## config.mk

```make
export PLATFORM = sky130hd
export DESIGN_NAME = cfg_addr_router
export DESIGN_NICKNAME = d
export VERILOG_FILES = /design/src/rtl/cfg_router_pkg.sv /design/src/rtl/cfg_addr_decode.sv /design/src/rtl/cfg_bridge_hdr.sv /design/src/rtl/cfg_resp_stage.sv /design/src/rtl/cfg_addr_router.sv
export SDC_FILE = /design/constraint.sdc
export NUM_CORES = 1
export LEC_CHECK = 0
export ABC_AREA = 0
export BUFFER_PORTS_ARGS = -buffer_cell sky130_fd_sc_hd__buf_2
export CAP_MARGIN = 30
export CORE_AREA = 5 5 263 265
export DETAILED_ROUTE_END_ITERATION = 16
export DIE_AREA = 0 0 268 270
export GPL_ROUTABILITY_DRIVEN = 0
export PLACE_DENSITY = 0.41
export SLEW_MARGIN = 20
export SYNTH_ARGS = -nofsm -noshare
export SYNTH_HDL_FRONTEND = slang
export SYNTH_SLANG_ARGS = --single-unit
```

## constraint.sdc

```tcl
create_clock -name clk -period 3.29 [get_ports clk]
set_clock_uncertainty 0.15 [all_clocks]
set_input_delay 0.658 -clock clk [delete_from_list [all_inputs] [get_ports clk]]
set_output_delay 0.658 -clock clk [all_outputs]
set_load 0.005 [all_outputs]
```

## src/rtl/cfg_router_pkg.sv

```systemverilog
package cfg_router_pkg;

    localparam int ADDR_W   = 24;
    localparam int DATA_W   = 32;
    localparam int FIELD_W  = 8;
    localparam int NUM_FN   = 1 << FIELD_W;
    localparam int LANES    = DATA_W / 8;

    localparam logic [FIELD_W-1:0] PRIMARY_BUS  = 8'h00;
    localparam logic [FIELD_W-1:0] SECNUM_OFF   = 8'h19;
    localparam logic [FIELD_W-1:0] SECWIDE_OFF  = 8'h18;
    localparam logic [FIELD_W-1:0] SUBCLASS_OFF = 8'h0A;
    localparam logic [FIELD_W-1:0] BASECLS_OFF  = 8'h0B;
    localparam logic [FIELD_W-1:0] HDRTYPE_OFF  = 8'h0E;
    localparam logic [7:0]         SUBCLASS_VAL = 8'h04;
    localparam logic [7:0]         BASECLS_VAL  = 8'h06;
    localparam logic [7:0]         HDRTYPE_VAL  = 8'h81;

    typedef enum logic [1:0] {
        SZ_BYTE = 2'd0,
        SZ_HALF = 2'd1,
        SZ_WORD = 2'd2,
        SZ_WALT = 2'd3
    } acc_size_e;

    typedef enum logic [1:0] {
        TK_NONE   = 2'd0,
        TK_BRIDGE = 2'd1,
        TK_PRI    = 2'd2,
        TK_SEC    = 2'd3
    } tgt_kind_e;

    typedef struct packed {
        logic [FIELD_W-1:0] bus;
        logic [FIELD_W-1:0] devfn;
        logic [FIELD_W-1:0] off;
    } cfg_addr_t;

    typedef struct packed {
        logic              valid;
        logic              write;
        acc_size_e         size;
        cfg_addr_t         addr;
        logic [DATA_W-1:0] wdata;
        tgt_kind_e         kind;
    } cfg_stage_t;

    function automatic logic [DATA_W-1:0] size_mask(input acc_size_e s);
        case (s)
            SZ_BYTE: size_mask = 32'h0000_00FF;
            SZ_HALF: size_mask = 32'h0000_FFFF;
            default: size_mask = 32'hFFFF_FFFF;
        endcase
    endfunction

    function automatic logic [7:0] hdr_byte(input logic [FIELD_W-1:0] off,
                                            input logic [DATA_W-1:0]  id,
                                            input logic [7:0]         sec);
        case (off)
            8'h00:        hdr_byte = id[7:0];
            8'h01:        hdr_byte = id[15:8];
            8'h02:        hdr_byte = id[23:16];
            8'h03:        hdr_byte = id[31:24];
            SUBCLASS_OFF: hdr_byte = SUBCLASS_VAL;
            BASECLS_OFF:  hdr_byte = BASECLS_VAL;
            HDRTYPE_OFF:  hdr_byte = HDRTYPE_VAL;
            SECNUM_OFF:   hdr_byte = sec;
            default:      hdr_byte = 8'h00;
        endcase
    endfunction

endpackage

```

## src/rtl/cfg_addr_decode.sv

```systemverilog
module cfg_addr_decode
    import cfg_router_pkg::*;
#(
    parameter logic [FIELD_W-1:0] BRIDGE_DEVFN = 8'h08
) (
    input  logic [ADDR_W-1:0]  addr,
    input  logic [FIELD_W-1:0] secnum,
    input  logic [NUM_FN-1:0]  pri_present,
    input  logic [NUM_FN-1:0]  sec_present,
    output cfg_addr_t          fields,
    output tgt_kind_e          kind
);

    logic on_primary;
    logic on_secondary;
    logic is_bridge;

    assign fields       = cfg_addr_t'(addr);
    assign on_primary   = (fields.bus == PRIMARY_BUS);
    assign on_secondary = (secnum != PRIMARY_BUS) && (fields.bus == secnum);
    assign is_bridge    = (fields.devfn == BRIDGE_DEVFN);

    always_comb begin
        kind = TK_NONE;
        if (on_primary) begin
            if (is_bridge) begin
                kind = TK_BRIDGE;
            end else if (pri_present[fields.devfn]) begin
                kind = TK_PRI;
            end
        end else if (on_secondary) begin
            if (sec_present[fields.devfn]) begin
                kind = TK_SEC;
            end
        end
    end

endmodule

```

## src/rtl/cfg_bridge_hdr.sv

```systemverilog
module cfg_bridge_hdr
    import cfg_router_pkg::*;
#(
    parameter logic [DATA_W-1:0] BRIDGE_ID = 32'h0001_1B36
) (
    input  logic               clk,
    input  logic               rst,
    input  logic               wr_en,
    input  logic [FIELD_W-1:0] wr_off,
    input  acc_size_e          wr_size,
    input  logic [15:0]        wr_data,
    input  logic [FIELD_W-1:0] rd_off,
    input  acc_size_e          rd_size,
    output logic [FIELD_W-1:0] secnum,
    output logic [DATA_W-1:0]  rd_data
);

    logic [FIELD_W-1:0] sec_q;
    logic               hit_narrow;
    logic               hit_wide;
    logic [DATA_W-1:0]  raw;

    assign hit_narrow = (wr_off == SECNUM_OFF);
    assign hit_wide   = (wr_off == SECWIDE_OFF) && (wr_size != SZ_BYTE);

    always_ff @(posedge clk) begin
        if (rst) begin
            sec_q <= '0;
        end else if (wr_en) begin
            if (hit_narrow) begin
                sec_q <= wr_data[7:0];
            end else if (hit_wide) begin
                sec_q <= wr_data[15:8];
            end
        end
    end

    assign secnum = sec_q;

    for (genvar g = 0; g < LANES; g++) begin : g_lane
        assign raw[g*8 +: 8] = hdr_byte(rd_off + FIELD_W'(g), BRIDGE_ID, sec_q);
    end

    assign rd_data = raw & size_mask(rd_size);


    sec_hold_chk: assert property (@(posedge clk) disable iff (rst)
        !$stable(sec_q) |-> $past(wr_en));


    sec_wide_load_chk: assert property (@(posedge clk) disable iff (rst)
        (wr_en && wr_off == SECWIDE_OFF && wr_size != SZ_BYTE) |=> (sec_q == $past(wr_data[15:8])));

endmodule

```

## src/rtl/cfg_resp_stage.sv

```systemverilog
module cfg_resp_stage
    import cfg_router_pkg::*;
(
    input  logic              clk,
    input  logic              rst,
    input  logic              req_valid,
    input  logic              req_write,
    input  acc_size_e         req_size,
    input  cfg_addr_t         req_fields,
    input  logic [DATA_W-1:0] req_wdata,
    input  tgt_kind_e         req_kind,
    input  logic [DATA_W-1:0] tgt_rdata,
    input  logic [DATA_W-1:0] bridge_rdata,
    output cfg_stage_t        stage,
    output logic              done,
    output logic [DATA_W-1:0] rdata
);

    cfg_stage_t s_q;
    logic [DATA_W-1:0] mask;

    always_ff @(posedge clk) begin
        if (rst) begin
            s_q <= '0;
        end else begin
            s_q.valid <= req_valid;
            if (req_valid) begin
                s_q.write <= req_write;
                s_q.size  <= req_size;
                s_q.addr  <= req_fields;
                s_q.wdata <= req_wdata;
                s_q.kind  <= req_kind;
            end
        end
    end

    assign stage = s_q;
    assign done  = s_q.valid;
    assign mask  = size_mask(s_q.size);

    always_comb begin
        rdata = '0;
        if (s_q.valid && !s_q.write) begin
            case (s_q.kind)
                TK_PRI, TK_SEC: rdata = tgt_rdata & mask;
                TK_BRIDGE:      rdata = bridge_rdata;
                default:        rdata = mask;
            endcase
        end
    end


    done_pulse_chk: assert property (@(posedge clk) disable iff (rst)
        req_valid |=> done);


    done_idle_chk: assert property (@(posedge clk) disable iff (rst)
        !req_valid |=> !done);

endmodule

```

## src/rtl/cfg_addr_router.sv

```systemverilog
module cfg_addr_router
    import cfg_router_pkg::*;
#(
    parameter logic [FIELD_W-1:0] BRIDGE_DEVFN = 8'h08,
    parameter logic [DATA_W-1:0]  BRIDGE_ID    = 32'h0001_1B36
) (
    input  logic               clk,
    input  logic               rst,
    input  logic               req_valid,
    input  logic               req_write,
    input  logic [1:0]         req_size,
    input  logic [ADDR_W-1:0]  req_addr,
    input  logic [DATA_W-1:0]  req_wdata,
    input  logic [NUM_FN-1:0]  pri_present,
    input  logic [NUM_FN-1:0]  sec_present,
    output logic               done,
    output logic [DATA_W-1:0]  rdata,
    output logic               tgt_valid,
    output logic               tgt_sec,
    output logic               tgt_write,
    output logic [1:0]         tgt_size,
    output logic [FIELD_W-1:0] tgt_devfn,
    output logic [FIELD_W-1:0] tgt_off,
    output logic [DATA_W-1:0]  tgt_wdata,
    input  logic [DATA_W-1:0]  tgt_rdata
);

    cfg_addr_t          fields;
    tgt_kind_e          kind;
    logic [FIELD_W-1:0] secnum;
    logic [DATA_W-1:0]  bridge_rdata;
    cfg_stage_t         stage;
    acc_size_e          size_in;
    logic               hdr_wr;

    assign size_in = acc_size_e'(req_size);
    assign hdr_wr  = req_valid && req_write && (kind == TK_BRIDGE);

    cfg_addr_decode #(
        .BRIDGE_DEVFN(BRIDGE_DEVFN)
    ) u_decode (
        .addr       (req_addr),
        .secnum     (secnum),
        .pri_present(pri_present),
        .sec_present(sec_present),
        .fields     (fields),
        .kind       (kind)
    );

    cfg_bridge_hdr #(
        .BRIDGE_ID(BRIDGE_ID)
    ) u_bridge (
        .clk    (clk),
        .rst    (rst),
        .wr_en  (hdr_wr),
        .wr_off (fields.off),
        .wr_size(size_in),
        .wr_data(req_wdata[15:0]),
        .rd_off (stage.addr.off),
        .rd_size(stage.size),
        .secnum (secnum),
        .rd_data(bridge_rdata)
    );

    cfg_resp_stage u_resp (
        .clk         (clk),
        .rst         (rst),
        .req_valid   (req_valid),
        .req_write   (req_write),
        .req_size    (size_in),
        .req_fields  (fields),
        .req_wdata   (req_wdata),
        .req_kind    (kind),
        .tgt_rdata   (tgt_rdata),
        .bridge_rdata(bridge_rdata),
        .stage       (stage),
        .done        (done),
        .rdata       (rdata)
    );

    assign tgt_valid = stage.valid && (stage.kind == TK_PRI || stage.kind == TK_SEC);
    assign tgt_sec   = (stage.kind == TK_SEC);
    assign tgt_write = stage.write;
    assign tgt_size  = stage.size;
    assign tgt_devfn = stage.addr.devfn;
    assign tgt_off   = stage.addr.off;
    assign tgt_wdata = stage.wdata;


    bridge_local_chk: assert property (@(posedge clk) disable iff (rst)
        (tgt_valid && !tgt_sec) |-> (tgt_devfn != BRIDGE_DEVFN));


    tgt_in_done_chk: assert property (@(posedge clk) disable iff (rst)
        tgt_valid |-> $past(req_valid));

endmodule

```

### After elaboration in Yosys (flattened, before gate mapping)

Index checks and enable logic that the tools add are counted.

* $lt $le $gt $ge: 1
* reductions and logical operators: 19
* equal/unequal tests: 33
* bitwise operators: 2
* add/subtract/negate cells: 3
* muxes and demuxes: 18

Operator list (number)
* 8-bit one-hot mux with 7 select lines: 4
* 32-bit one-hot mux with 2 select lines: 2
* 8-bit by 4-bit equality test with 1-bit output (second input constant): 13
* 32-bit bitwise AND: 2
* 8-bit by 5-bit equality test with 1-bit output (second input constant): 6
* 8-bit logical NOT: 5
* 8-bit by 1-bit equality test with 1-bit output (second input constant): 4
* 8-bit by 2-bit equality test with 1-bit output (second input constant): 4
* 32-bit 2-to-1 mux: 1
* 8-bit by 2-bit adder with 8-bit output (second input constant): 2
* 1-bit binary-select mux with 8-bit select: 2
* 8-bit 2-to-1 mux: 2
* 2-bit 2-to-1 mux: 5
* 8-bit by 9-bit less-than comparator with 1-bit output (second input constant): 1
* 8-bit by 1-bit adder with 8-bit output (second input constant): 1
* 8-bit equality test: 1
* 8-bit nonzero test: 1
* 2-bit by 1-bit equality test with 1-bit output (second input constant): 3
* 1-bit logical AND: 6
* 2-bit equality test (second input constant): 2
* 2-bit nonzero test: 2
* 2-bit logical NOT: 1
* 1-bit 2-to-1 mux: 2
* 2-bit AND reduction: 1
* other kinds (3): 3

* input bits: 606
* flip-flop bits (word level): 62
* output and inout port bits: 86

### Depth between registers and ports, before layout

* depth in word-level cells: 8
* mapped depth: 11
* gate-level depth less buffers: 9

### Cells and area by module

From an unflattened synthesis, not the netlist that was laid out.

* cells, all modules: 943
* area total of the unflattened synthesis: 9127.5 sq um

By module, submodules not included
* cfg_addr_decode: cells each 370, times used 1, area an instance 4672.0 sq um
* cfg_resp_stage: cells each 334, times used 1, area an instance 2862.7 sq um
* cfg_bridge_hdr: cells each 236, times used 1, area an instance 1570.3 sq um
* cfg_addr_router: cells each 3, times used 1, area an instance 22.5 sq um

### Worst setup path before layout

No wires, ideal clock.

* kind: reg-to-output
* start: register u_resp.s_q (netlist bit u_resp.stage[36])
* end: output port rdata[12]
* data required time: 2.482 ns
* arrival: 2.523 ns
* slack: -0.041 ns
* stages on the path, launching flop included: 10
* cells stage by stage: dfxtp_1 -> ha_1 -> buf_4 -> and3_1 -> or3b_2 -> o31a_1 -> o31ai_4 -> a21oi_1 -> or3_1 -> o22ai_1

* longest elaborated chain between the ends: 6
* elaborated cells on any way between the ends: 12

RTL lines
* start, declared: line cfg_resp_stage.sv:19 `cfg_stage_t s_q;`
* 8-bit by 1-bit adder with 8-bit output *: line cfg_bridge_hdr.sv:41 `assign raw[g*8 +: 8] = hdr_byte(rd_off + FIELD_W'(g), BRIDGE_ID, sec_q);`
* 8-bit by 5-bit equality test with 1-bit output (tied with other cells): line cfg_router_pkg.sv:59 `case (off)`
* 8-bit one-hot mux with 7 select lines *: line cfg_router_pkg.sv:59
* 32-bit bitwise AND *: line cfg_bridge_hdr.sv:44 `assign rd_data = raw & size_mask(rd_size);`
* 32-bit one-hot mux with 2 select lines *: line cfg_resp_stage.sv:44 `case (s_q.kind)`
* 32-bit 2-to-1 mux *: line cfg_resp_stage.sv:43 `if (s_q.valid && !s_q.write) begin`
* end, declared: line cfg_addr_router.sv:17 `output logic [DATA_W-1:0] rdata,`

Every way passes the cells marked *; elsewhere a longest branch is shown, timed or not.

### Worst setup path after layout

Ends and elaborated chain as after synthesis.

==> impl_metrics.yaml <==
outcome:
  status: "finished, violations left"
  violations: "negative setup slack"
logic_synthesis:
  synthCells: 834
  syn_area_per_cell_um2: 10.1
  synthXorXnorAreaFrac: 0.0146
  synth_top_family_by_area: "multiplexers"
  synth_ff_type: "dfxtp_1"
  netlist-cell-type-count: 65
  synth-seq-cells: 62
  synth_mux_area_frac: 0.459
  synth-adder-area-share: 0.00298
  seq_area_frac_synth: 0.148
  ys_async_sr_fraction: 0
  syn_nets: 1442
  synth_area_um2: 8410
  synth_edf_count: 0
  yosysWarnings: 0
  synth_simple_gate_area_frac: 0.123
  synth_compound_area_frac: 0.149
finish:
  nNetsFinal: 2128
  fin_cells: 2409
  fillers: 7391
  fin_area_um2: 13900
  syn2layout_area_growth_pct: 65.5
  drive_above_1_share: 0.668
  fin_util: 0.209
detailed_routing:
  route.detailed.drc: 0
  ant_nets: 0
  top_layer_used: "met5"
  drt-met1-wl_um: 21800
  firstDrtPassIters: 5
  vias: 10384
  detail_route.iter0.violations: 671
  wirelength_um: 56200
  post_drt_via_cell_ratio: 4.31
  met2_wirelength_um: 29700
  wl_met3_um: 3110
  route.detailed.wl_per_inst_um: 23.3
critical_path:
  endpoint_kind: "output pin"
  crit_fanout: 5
  worst_ep_arrival_time_ns: 2.62
  cp-start-kind: "flop"
  required_ns: 2.48
  crit_buf_inv: 1
  crit_slowest_cell: "or3_4"
  worstSetupPathType: "flop to output pin"
  path_cells: "ha_4 -> and3_4 -> or3b_4 -> o31a_1 -> o31ai_4 -> a21oi_2 -> or3_4 -> o22ai_2 -> buf_2"
  cpLargestDelayFamily: "simple AND/OR/NAND/NOR gates"
  cpPeakStageDelay_ns: 0.43
run:
  drv_cap: 0
place:
  portBuffers: 691
  dp_cells: 2371
  hpwlAfterDp_um: 49700
  placed_area_um2: 13100
clocking:
  cts_root_buf: "clkbuf_16"
  cts-buffers-inserted: 9
  cts_tree: "done"
  insertion_delay_ns: 0.35
  clk_pin_slew_worst_paths_ns: 0.06
  clock-sinks: 62
  postCtsHoldBufs: 0
  h-tree-depth: 3
  cts_buffer_depth: 2
power_and_ir_drop:
  ir_drop_mv: 0.221
  power_density_nw_per_um2: 245
  p_leak_nw: 6.42
global_route:
  grt_pass1_vias: 11435
  grt_max_degree: 62
  grt_pass1_wl_um: 78600
  antenna_found_initial: 16
  grt_usage: 0.146
  grt-ovfl-total: 0
timing:
  hold_viol: 0
  max_freq_ghz: 0.292
  slew_violations: 0
  min_period_over_period: 1.04
  min_period_ns: 3.43
  timing.hold.ws_ns: 0.333
  fin_ws_ns: -0.138
  tightest_slew_ns: 0.799
  slew_headroom: 0.462
  setup_viol: 17
  grt_setup_unrepaired: "yes"
floorplan:
  dieArea_um2: 72400
  coreArea_um2: 66600
  start_util: 0.126
  io_pins: 692
  rows: 95
  die_w_um: 268
  die-height_um: 270
min_path:
  hold_class: "flop to flop"
what timing repair did:
action,CTS,global route
pin swaps,15,22
setup endpoints to repair,26,29
resized for setup,34,47
buffers inserted,4,8
worst paths after layout:
check	start	endpoint	slack, ns	cells past startpoint
hold / removal	u_resp.stage[47]	u_resp.stage[47]	0.33	2
hold reg to reg	u_resp.stage[47]	u_resp.stage[47]	0.33	2
setup / recovery	u_resp.stage[36]	rdata[12]	-0.14	9
setup reg to reg	u_bridge.secnum[2]	u_resp.stage[0]	0.88	8
sequential cells by signal (all words and copies together), names as in the netlist:
signal	cells
u_bridge.secnum	8
u_resp.done	1
u_resp.stage	53
tightest hold or removal path, stage by stage (launching register included):
cell and delay [ns]:
dfxtp_1 0.31, mux2i_1 0.06, nor2_1 0.07
metal layers:
layer | global-route usage | vias to the layer above
met5 | 0 | -
met4 | 0.0349 | 2
met3 | 0.0257 | 75
met2 | 0.271 | 477
met1 | 0.172 | 5165
li1 | - | 4665
power by group:
group | switching [W] | internal, W | total, W
logic | 0.000709 | 0.000825 | 0.00153
clock network | 0.000357 | 0.000700 | 0.00106
registers | 0.0000249 | 0.000791 | 0.000816
total | 0.00109 | 0.00232 | 0.00341
Yosys cell counts, types with 6 or more instances:
cell / count / area share
a21oi_1: 51 / 0.030
a221oi_1: 14 / 0.015
a22oi_1: 46 / 0.041
and2_1: 7 / 0.0052
buf_1: 14 / 0.0063
buf_2: 14 / 0.0083
buf_4: 58 / 0.052
clkbuf_1: 39 / 0.017
dfxtp_1: 62 / 0.15
inv_1: 11 / 0.0049
mux2_2: 13 / 0.017
mux2i_1: 70 / 0.083
mux4_1: 17 / 0.053
mux4_2: 114 / 0.31
nand2_1: 29 / 0.013
nand2b_1: 8 / 0.0060
nand3_1: 11 / 0.0065
nor2_1: 86 / 0.038
nor2b_1: 16 / 0.012
nor3_1: 17 / 0.010
nor4_1: 11 / 0.0082
o21ai_0: 18 / 0.011
o22ai_1: 6 / 0.0045
xor2_1: 11 / 0.011
layout by cell type (no fill, tap or decap), drive strengths merged, types with 6 or more instances in the layout:
| master | n |
|---|---|
| buf | 811 |
| mux4 | 131 |
| nor2 | 87 |
| mux2i | 70 |
| dfxtp | 62 |
| a21oi | 51 |
| a22oi | 46 |
| nand2 | 29 |
| o21ai | 18 |
| nor3 | 17 |
| nor2b | 16 |
| a221oi | 14 |
| mux2 | 13 |
| clkbuf | 13 |
| diode | 12 |
| nor4 | 12 |
| nand3 | 11 |
| inv | 11 |
| xor2 | 11 |
| nand2b | 8 |
| and2 | 7 |
| o22ai | 6 |
area by class of cell:
cell class,count,area (um2),area share
clock buffer,12,256,0.0184
timing repair buffer,812,4530,0.325
antenna,12,30.0,0.00216
sequential,62,1240,0.0894
multi-input combinational,624,6660,0.478
clock inverter,3,67.6,0.00486
inverter,11,41.3,0.00297
tap,873,1090,0.0785
per-stage QoR:
step	TNS [ns]	setup WS [ns]	total power (W)
2_1_floorplan	0	0.0327	0.00158
3_3_place_gp	-0.420	-0.198	0.00231
3_5_place_dp	-0.383	-0.199	0.00232
4_1_cts	-1.95	-0.153	0.00345
5_1_grt	-3.46	-0.246	0.00362
6_report	-1.39	-0.138	0.00341
kinds of logic (layout without fill, tap and decap cells):
family / Yosys count / in the layout
fa+ha+maj: 2 / 2
flops: 62 / 62
other cells: 0 / 12
simple gates: 213 / 213
mux: 214 / 214
buf+inv: 148 / 838
xor+xnor: 14 / 14
compound gates: 181 / 181
Note: power is estimated with default switching activity, not from simulation.
